$ cat config.mk
export PLATFORM = sky130hd
export DESIGN_NAME = nrn_result_collector
export DESIGN_NICKNAME = d
export VERILOG_FILES = /design/src/rtl/nrc_pkg.sv /design/src/rtl/nrc_poll_ptr.sv /design/src/rtl/nrc_group_cnt.sv /design/src/rtl/nrc_out_reg.sv /design/src/rtl/nrn_result_collector.sv
export SDC_FILE = /design/constraint.sdc
export NUM_CORES = 1
export LEC_CHECK = 0
export BUFFER_PORTS_ARGS = -buffer_cell sky130_fd_sc_hd__buf_2
export CAP_MARGIN = 20
export CORE_MARGIN = 3
export CORE_UTILIZATION = 49
export DETAILED_ROUTE_END_ITERATION = 6
export PLACE_DENSITY = 0.81
export SLEW_MARGIN = 15
export SYNTH_ARGS = -nofsm -noshare
export SYNTH_HDL_FRONTEND = slang
export SYNTH_SLANG_ARGS = --single-unit
$ cat constraint.sdc
create_clock -name clk_i -period 3.2 [get_ports clk_i]
set_input_delay 0.32 -clock clk_i [delete_from_list [all_inputs] [get_ports clk_i]]
set_output_delay 0.32 -clock clk_i [all_outputs]
set_load 0.02 [all_outputs]
$ cat src/rtl/nrc_pkg.sv
package nrc_pkg;
  typedef enum logic [2:0] {
    ST_IDLE,
    ST_BREQ,
    ST_BLAT,
    ST_POLL,
    ST_DRAIN
  } nrc_state_e;
endpackage

$ cat src/rtl/nrc_poll_ptr.sv
module nrc_poll_ptr #(
  parameter int N_NRN = 8,
  localparam int IDX_W = $clog2(N_NRN),
  localparam int NUM_W = $clog2(N_NRN + 1)
) (
  input  logic             clk_i,
  input  logic             rst_ni,
  input  logic             load_i,
  input  logic [IDX_W-1:0] first_i,
  input  logic [NUM_W-1:0] count_i,
  input  logic             adv_i,
  output logic [IDX_W-1:0] ptr_o
);
  logic [IDX_W-1:0] first_q, last_q, ptr_q;
  logic [NUM_W-1:0] cnt_eff;
  logic [IDX_W:0]   last_calc;

  assign cnt_eff   = (count_i == '0) ? NUM_W'(1) : count_i;
  assign last_calc = (IDX_W+1)'(first_i) + (IDX_W+1)'(cnt_eff) - (IDX_W+1)'(1);

  always_ff @(posedge clk_i or negedge rst_ni) begin
    if (!rst_ni) begin
      first_q <= '0;
      last_q  <= '0;
      ptr_q   <= '0;
    end else if (load_i) begin
      first_q <= first_i;
      last_q  <= last_calc[IDX_W-1:0];
      ptr_q   <= first_i;
    end else if (adv_i) begin
      ptr_q <= (ptr_q == last_q) ? first_q : ptr_q + IDX_W'(1);
    end
  end

  assign ptr_o = ptr_q;
endmodule

$ cat src/rtl/nrc_group_cnt.sv
module nrc_group_cnt #(
  parameter int GRP_W = 8,
  parameter int OUT_W = 8
) (
  input  logic             clk_i,
  input  logic             rst_ni,
  input  logic             load_i,
  input  logic             fc_i,
  input  logic [GRP_W-1:0] group_i,
  input  logic [OUT_W-1:0] outputs_i,
  input  logic             step_i,
  output logic             last_part_o,
  output logic             final_o,
  output logic [OUT_W-1:0] out_idx_o
);
  logic             fc_q;
  logic [GRP_W-1:0] group_q, part_q;
  logic [OUT_W-1:0] outputs_q, idx_q;

  // zero-length settings behave as one
  assign last_part_o = !fc_q || ((GRP_W+1)'(part_q) + (GRP_W+1)'(1) >= (GRP_W+1)'(group_q));
  assign final_o     = last_part_o &&
                       ((OUT_W+1)'(idx_q) + (OUT_W+1)'(1) >= (OUT_W+1)'(outputs_q));

  always_ff @(posedge clk_i or negedge rst_ni) begin
    if (!rst_ni) begin
      fc_q      <= 1'b0;
      group_q   <= '0;
      outputs_q <= '0;
      part_q    <= '0;
      idx_q     <= '0;
    end else if (load_i) begin
      fc_q      <= fc_i;
      group_q   <= group_i;
      outputs_q <= outputs_i;
      part_q    <= '0;
      idx_q     <= '0;
    end else if (step_i) begin
      if (last_part_o) begin
        part_q <= '0;
        idx_q  <= idx_q + OUT_W'(1);
      end else begin
        part_q <= part_q + GRP_W'(1);
      end
    end
  end

  assign out_idx_o = idx_q;
endmodule

$ cat src/rtl/nrc_out_reg.sv
module nrc_out_reg #(
  parameter int DATA_W = 16,
  parameter int BIAS_W = 16
) (
  input  logic              clk_i,
  input  logic              rst_ni,
  input  logic              load_i,
  input  logic [DATA_W-1:0] data_i,
  input  logic [BIAS_W-1:0] bias_i,
  input  logic              last_i,
  input  logic              ready_i,
  output logic              free_o,
  output logic              valid_o,
  output logic [DATA_W-1:0] data_o,
  output logic [BIAS_W-1:0] bias_o,
  output logic              last_o
);
  logic valid_q;

  assign free_o  = !valid_q || ready_i;
  assign valid_o = valid_q;

  always_ff @(posedge clk_i or negedge rst_ni) begin
    if (!rst_ni) begin
      valid_q <= 1'b0;
      data_o  <= '0;
      bias_o  <= '0;
      last_o  <= 1'b0;
    end else if (load_i) begin
      valid_q <= 1'b1;
      data_o  <= data_i;
      bias_o  <= bias_i;
      last_o  <= last_i;
    end else if (ready_i) begin
      valid_q <= 1'b0;
    end
  end
endmodule

$ cat src/rtl/nrn_result_collector.sv
module nrn_result_collector
  import nrc_pkg::*;
#(
  parameter int N_NRN   = 8,
  parameter int DATA_W  = 16,
  parameter int BIAS_W  = 16,
  parameter int BIAS_AW = 6,
  parameter int GRP_W   = 8,
  parameter int OUT_W   = 8,
  localparam int IDX_W  = $clog2(N_NRN),
  localparam int NUM_W  = $clog2(N_NRN + 1)
) (
  input  logic                    clk_i,
  input  logic                    rst_ni,
  input  logic                    start_i,
  input  logic                    cfg_fc_i,
  input  logic [IDX_W-1:0]        cfg_first_i,
  input  logic [NUM_W-1:0]        cfg_count_i,
  input  logic [GRP_W-1:0]        cfg_group_i,
  input  logic [OUT_W-1:0]        cfg_outputs_i,
  input  logic [BIAS_AW-1:0]      cfg_bias_base_i,
  input  logic [N_NRN-1:0]        nrn_ready_i,
  input  logic [N_NRN*DATA_W-1:0] nrn_data_i,
  output logic [N_NRN-1:0]        nrn_ack_o,
  output logic                    bias_rd_en_o,
  output logic [BIAS_AW-1:0]      bias_rd_addr_o,
  input  logic [BIAS_W-1:0]       bias_rd_data_i,
  output logic                    out_valid_o,
  input  logic                    out_ready_i,
  output logic [DATA_W-1:0]       out_data_o,
  output logic [BIAS_W-1:0]       out_bias_o,
  output logic                    out_last_o,
  output logic                    busy_o,
  output logic                    done_o
);
  nrc_state_e         state_q, state_d;
  logic               load;
  logic               take;
  logic               out_free;
  logic               last_part, final_out;
  logic [IDX_W-1:0]   ptr;
  logic [OUT_W-1:0]   out_idx;
  logic [BIAS_W-1:0]  bias_q;
  logic [BIAS_AW-1:0] base_q;
  logic               cfg_fc_q;
  logic               done_q;
  logic [DATA_W-1:0]  sel_data;

  assign load     = (state_q == ST_IDLE) && start_i;
  assign take     = (state_q == ST_POLL) && nrn_ready_i[ptr] && out_free;
  assign sel_data = nrn_data_i[ptr*DATA_W +: DATA_W];

  nrc_poll_ptr #(.N_NRN(N_NRN)) u_ptr (
    .clk_i   (clk_i),
    .rst_ni  (rst_ni),
    .load_i  (load),
    .first_i (cfg_first_i),
    .count_i (cfg_count_i),
    .adv_i   (take),
    .ptr_o   (ptr)
  );

  nrc_group_cnt #(.GRP_W(GRP_W), .OUT_W(OUT_W)) u_grp (
    .clk_i       (clk_i),
    .rst_ni      (rst_ni),
    .load_i      (load),
    .fc_i        (cfg_fc_i),
    .group_i     (cfg_group_i),
    .outputs_i   (cfg_outputs_i),
    .step_i      (take),
    .last_part_o (last_part),
    .final_o     (final_out),
    .out_idx_o   (out_idx)
  );

  nrc_out_reg #(.DATA_W(DATA_W), .BIAS_W(BIAS_W)) u_out (
    .clk_i   (clk_i),
    .rst_ni  (rst_ni),
    .load_i  (take),
    .data_i  (sel_data),
    .bias_i  (bias_q),
    .last_i  (last_part),
    .ready_i (out_ready_i),
    .free_o  (out_free),
    .valid_o (out_valid_o),
    .data_o  (out_data_o),
    .bias_o  (out_bias_o),
    .last_o  (out_last_o)
  );

  always_comb begin
    nrn_ack_o = '0;
    if (take) nrn_ack_o[ptr] = 1'b1;
  end

  assign bias_rd_en_o   = (state_q == ST_BREQ);
  assign bias_rd_addr_o = base_q + BIAS_AW'(out_idx);

  always_comb begin
    state_d = state_q;
    unique case (state_q)
      ST_IDLE:  if (start_i) state_d = ST_BREQ;
      ST_BREQ:  state_d = ST_BLAT;
      ST_BLAT:  state_d = ST_POLL;
      ST_POLL:  if (take && final_out) state_d = ST_DRAIN;
                else if (take && last_part) state_d = ST_BREQ;
      ST_DRAIN: if (out_valid_o && out_ready_i) state_d = ST_IDLE;
      default:  state_d = ST_IDLE;
    endcase
  end

  always_ff @(posedge clk_i or negedge rst_ni) begin
    if (!rst_ni) begin
      state_q  <= ST_IDLE;
      bias_q   <= '0;
      base_q   <= '0;
      cfg_fc_q <= 1'b0;
      done_q   <= 1'b0;
    end else begin
      state_q <= state_d;
      done_q  <= (state_q == ST_DRAIN) && out_valid_o && out_ready_i;
      if (load) begin
        base_q   <= cfg_bias_base_i;
        cfg_fc_q <= cfg_fc_i;
      end
      if (state_q == ST_BLAT) bias_q <= bias_rd_data_i;
    end
  end

  assign busy_o = (state_q != ST_IDLE);
  assign done_o = done_q;
endmodule

# [Word level (Yosys, flattened, before mapping)]
# Cells that the tools add are included.
[totals] regBits=102 input_bits=186 out_inout_bits=51 word_cells=81
[op_classes] add_sub_neg=8 order_cmp=4 n_eq_ne=8 n_shift=1 mux=22 reduce_logical=22
[ops] cell="128-bit by 8-bit variable part select with 16-bit output" n=1
[ops] cell="8-bit two-way mux" n=7
[ops] cell="3-bit two-way mux" n=8
[ops] cell="8-bit by 1-bit adder with 9-bit output (second input constant)" n=2
[ops] cell="9-bit by 8-bit >= comparator with 1-bit output" n=2
[ops] cell="8-bit by 1-bit adder with 8-bit output (second input constant)" n=2
[ops] cell="3-bit one-hot mux with 5 select lines" n=1
[ops] cell="1-bit logical AND" n=10
[ops] cell="6-bit adder" n=1
[ops] cell="3-bit by 2-bit equality test with 1-bit output (second input constant)" n=2
[ops] cell="2-bit nonzero test" n=3
[ops] cell="4-bit zero test" n=1
[ops] cell="3-bit by 4-bit < comparator with 1-bit output (second input constant)" n=1
[ops] cell="1-bit two-way mux" n=4
[ops] cell="2-bit inequality test (second input constant)" n=2
[ops] cell="3-bit by 1-bit adder with 3-bit output (second input constant)" n=1
[ops] cell="3-bit adder" n=1
[ops] cell="1-bit binary-select mux with 3-bit select" n=1
[ops] cell="1-bit demux with 3-bit select" n=1
[ops] cell="3-bit by 1-bit equality test with 1-bit output (second input constant)" n=1
[ops] cell="3-bit equality test" n=1
[ops] cell="3-bit equality test (second input constant)" n=1
[ops] cell="3-bit by 1-bit >= comparator with 1-bit output (second input constant)" n=1
[ops] cell="3-bit zero test" n=1
[ops] cell="other kinds (7)" n=9

# [Logic depth before layout (Yosys ltp)]
[depth] ltp_word=8 depth_mapped=12 ltp_nobuf=11

# [Cells and area by module]
# From an unflattened synthesis, not the netlist that was laid out.
[hier_totals] cells_unflattened=617 area_unflattened_um2=6643.9
[by_module_without_submodules] mod="nrn_result_collector" instances=1 cells_each=242 area_per_inst_um2=2474.9 seq_area_each_um2=650.6
[by_module_without_submodules] mod="nrc_group_cnt" instances=1 cells_each=240 area_per_inst_um2=2158.3 seq_area_each_um2=825.8
[by_module_without_submodules] mod="nrc_out_reg" instances=1 cells_each=73 area_per_inst_um2=1415.1 seq_area_each_um2=850.8
[by_module_without_submodules] mod="nrc_poll_ptr" instances=1 cells_each=62 area_per_inst_um2=595.6 seq_area_each_um2=225.2

# [Least setup slack after synthesis]
# No wires, ideal clock.
[synth_timing] path_type="reg2reg" start="register u_grp.part_q[0]" end="register u_grp.part_q[3]" setup_time_ns=0.083 arrival_ns=2.791 required_time_ns=3.117 slack_ns=0.326 path_stages_with_launch=12 n_path_buf=0 period_less_slack_ns=2.874 path_cell_list="dfrtp_1 -> ha_1 -> nand3_1 -> nor2_1 -> xor2_1 -> ha_1 -> a21oi_1 -> o221ai_1 -> a211oi_4 -> or3b_4 -> or4_1 -> o21ai_0"
[synth_between] elab_chain_cells=6 word_cells_on_any_way=7 cone_classes="add/sub (2); order compare (1); mux (3); reduce/logical (1)"
[synth_lines] element="start: declaration" line="nrc_group_cnt.sv:17" text="logic [GRP_W-1:0] group_q, part_q;"
[synth_lines] element="start signal: assignment" line="nrc_group_cnt.sv:43" text="part_q <= part_q + GRP_W'(1);"
[synth_lines] element="8-bit by 1-bit adder with 9-bit output" line="nrc_group_cnt.sv:21" text="assign last_part_o = !fc_q || ((GRP_W+1)'(part_q) + (GRP_W+1)'(1) >= (GRP_W+1)'(group_q));"
[synth_lines] element="9-bit by 8-bit >= comparator with 1-bit output" line="nrc_group_cnt.sv:21"
[synth_lines] element="1-bit logical OR" line="nrc_group_cnt.sv:21"
[synth_lines] element="8-bit two-way mux (*)" line="nrc_group_cnt.sv:39" text="if (last_part_o) begin"
[synth_lines] element="8-bit two-way mux (*)" line="nrc_group_cnt.sv:38" text="end else if (step_i) begin"
[synth_lines] element="8-bit two-way mux (*)" line="nrc_group_cnt.sv:32" text="end else if (load_i) begin"
# Every way passes the cells marked *; elsewhere a longest branch is shown, timed or not. The select of a mux whose other input is x is not followed.
# A chain may end at the register's enable or synchronous reset.

# [Final worst setup path]
[layout_timing] start="register u_grp.part_q[2]" end="register u_grp.part_q[3]"
# Same word-level chain as after synthesis.

==> impl_metrics.json <==
{
  "rows": 38,
  "layout_min_cycle_time_ns": 3.04,
  "nets": 1044,
  "netlist_area_um2": 5680,
  "drt_first_pass_iters": 5,
  "power.internal_mw": 3.81,
  "topRoutingLayerUsed": "met4",
  "drv_slew": 0,
  "area_growth_pct": 28.9,
  "clock_latency_ns": 0.35,
  "r2r_start": "u_grp.part_q[2]",
  "dieHeight_um": 114,
  "clkSinkCount": 102,
  "synth-edff-count": 0,
  "utilization": 0.661,
  "status": "completed",
  "dr_wl_met2_um": 8720,
  "core_area_um2": 11100,
  "path_max_fanout": 6,
  "multiInputGateArea_um2": 2890,
  "crit_type": "reg -> reg",
  "yosysSeqAreaShare": 0.449,
  "cts_root_buffer": "clkbuf_16",
  "gp_congestion": 1.01,
  "synth_nets": 817,
  "pre_cts_ws_ns": 0.128,
  "yosys.area.top_type": "dfrtp_1",
  "ios": 237,
  "drt_iter0_markers": 565,
  "max_freq_ghz": 0.329,
  "hold_viol": 0,
  "clkTransAtPathRegs_ns": 0.07,
  "drv_cap": 0,
  "hp-class": "in -> async",
  "maxSlewHeadroom": 0.413,
  "synth-seq-cells": 102,
  "routed_wl_um": 17400,
  "cts_tree": "yes",
  "cp.arrival_ns": 3.30,
  "numCtsBuffers": 9,
  "fp.dieArea_um2": 12900,
  "wl_per_cell_um": 17.8,
  "dp.cells": 956,
  "timing.final.ws_setup_ns": 0.156,
  "n_antenna_cell": 0,
  "cp_top_family": "simple AND/OR/NAND/NOR gates",
  "antenna_found_initial": 0,
  "crit_buf_inv": 0,
  "start_kind": "flop",
  "power_leakage_nw": 3.80,
  "seqCellArea_um2": 2550,
  "synth_top_cell_area_share": 0.449,
  "tightest_slew_ns": 0.881,
  "synthArstFlopShare": 1.00,
  "start_util": 0.513,
  "dr_wl_met3_um": 1240,
  "vdd_ir_drop_max_mv": 0.565,
  "min_period_over_period": 0.951,
  "grt-ovfl-total": 0,
  "vias_per_cell": 5.77,
  "switchingPower_mw": 3.01,
  "sw_frac_of_total": 0.441,
  "crit_chain": "nand3_1 -> nor3_2 -> xor2_1 -> ha_1 -> nand3_1 -> o221ai_1 -> a211oi_4 -> or3b_4 -> or4_1 -> o21ai_0",
  "yosys-top-cells-area": "dfrtp_1 45%, nand2_1 8.3%, ha_1 5.9%",
  "cts_buffer_depth": 2,
  "slowest_stage": "or3b_4",
  "crit_path_start": "u_grp.part_q[2]",
  "finalSetupViolCount": 0,
  "cp_common_cell": "nand3_1",
  "syn_avg_cell_area_um2": 9.42,
  "cp.required_ns": 3.46,
  "h-tree-depth": 3,
  "die_x_um": 114,
  "cp-end-kind": "flop",
  "synth_cell_types": 54,
  "synth_cells": 603,
  "ys.flop_type": "dfrtp_1",
  "grt_usage": 0.264,
  "finClkSkew_ns": 0.00625,
  "p_seq_frac": 0.330,
  "fin_cells": 975,
  "grt_pass1_vias": 5636,
  "combinationalPowerShare": 0.511,
  "num-fill-cells": 870,
  "drt-met1-wl_um": 7130,
  "grt_max_degree": 92,
  "dp_hpwl_um": 13400,
  "pwr_density_cell_nw_per_um2": 932,
  "cts_hold_buf": 0,
  "drive_gt1_frac": 0.363,
  "port_buffers": 236,
  "ant_nets": 0,
  "ys_warn_count": 0,
  "critical_path.max_stage_delay_ns": 0.45,
  "p_clk_frac": 0.159,
  "rsz0062_at_grt": "yes",
  "drt_drc_violations_left": 0,
  "grt_pass1_wl_um": 27600,
  "via_count": 5621
}
[what timing repair did]
action | CTS | global route
buffers inserted | 0 | 2
resized for setup | 0 | 3
setup endpoints to repair | 0 | 5
[final cells by class]
type,count,share of cell area
Clock buffer,9,0.0308
Clock inverter,7,0.0101
Inverter,29,0.0149
Multi-Input combinational cell,438,0.395
Sequential cell,102,0.349
Tap cell,140,0.0239
Timing Repair Buffer,250,0.177
[power groups by stage]
stage / Sequential [mW] / Combinational [mW] / Clock [mW]
final: 2.25 / 3.49 / 1.08
after global routing: 2.32 / 3.86 / 1.16
after CTS: 2.24 / 3.47 / 1.11
after detailed placement: 2.26 / 3.45 / 0
after global placement: 2.23 / 3.32 / 0
after floorplan: 2.39 / 2.22 / 0
[kinds of logic after synthesis]
group,synth area share
compound gates,0.186
xor+xnor,0.0339
fa+ha+maj,0.0630
buf+inv,0.0480
flops,0.449
mux,0.0480
simple gates,0.172
[worst reg2reg max path: cells and delay by family, from the launching register on]
| family | cells | cell delay (ns) |
|---|---|---|
| adders and majority gates | 1 | 0.30 |
| and+or+nand+nor | 5 | 1.49 |
| DFF | 1 | 0.43 |
| xor gates and xnor gates | 1 | 0.28 |
| AOI/OAI and AO/OA | 3 | 0.47 |
[through the flow]
step                setup TNS (ns)  area, um^2  hold WS, ns  power (mW)
floorplan                        0        5680       0.0244        4.61
global placement                 0        6970        0.444        5.55
detailed placement               0        6970        0.453        5.71
CTS                              0        7270        0.159        6.82
global route               -0.0239        7320        0.108        7.35
finish                           0        7320       0.0475        6.82
[cells in the final DEF, fill, tap and decap left out, types with 15 or more instances in the layout]
master    count
buf_2       235
nand2_1     126
dfrtp_1     101
a22o_1       32
a221oi_1     32
nor2_1       30
inv_1        28
ha_1         27
o21ai_0      26
mux2_2       18
a31oi_1      17
a21oi_1      15
[synthesized netlist by cell type, drive strengths merged, types with 2 or more instances]
library cell and number:
nor3b 4, and3 4, nand3 13, inv 29, or2 2, nand3b 3
a21oi 15, buf 11, a22o 32, nor2b 2, ha 27, clkbuf 23
xnor2 12, mux2 18, nand2 126, a31oi 17, a21o 7, xor2 10
or3 2, or4 2, mux2i 7, nor3 13, o21ai 26, a221oi 33
o211ai 2, dfrtp 102, and2 6, nand2b 5, a211oi 2, nor2 34
[state kept, by name, summed over array words and instances (netlist names)]
signal           flops
done_o               1
u_ptr.last_q         3
u_ptr.first_q        3
u_out.valid_o        1
u_out.bias_o        16
u_grp.group_q        8
base_q               6
u_grp.fc_q           1
u_out.last_o         1
u_grp.outputs_q      8
bias_q              16
u_out.data_o        16
u_grp.out_idx_o      8
u_grp.part_q         8
state_q              3
u_ptr.ptr_o          3
[layer usage]
| metal | global-route usage | up-vias |
|---|---|---|
| li1 | - | 2601 |
| met1 | 0.349 | 2721 |
| met2 | 0.451 | 268 |
| met3 | 0.0377 | 31 |
| met4 | 0.0801 | 0 |
| met5 | 0 | - |
[final timing paths]
path	endpoint	slack (ns)	cells past startpoint
worst max register to register	u_grp.part_q[3]	0.16	10
worst min-delay path	base_q[1]	0.05	1
max in group asynchronous	u_out.data_o[6]	2.45	2
worst max-delay path	u_grp.part_q[3]	0.16	10
worst min register to register	u_out.bias_o[14]	0.47	2
min in group clk_i	base_q[0]	0.17	3
No activity file was read; power rests on OpenSTA's default activity.
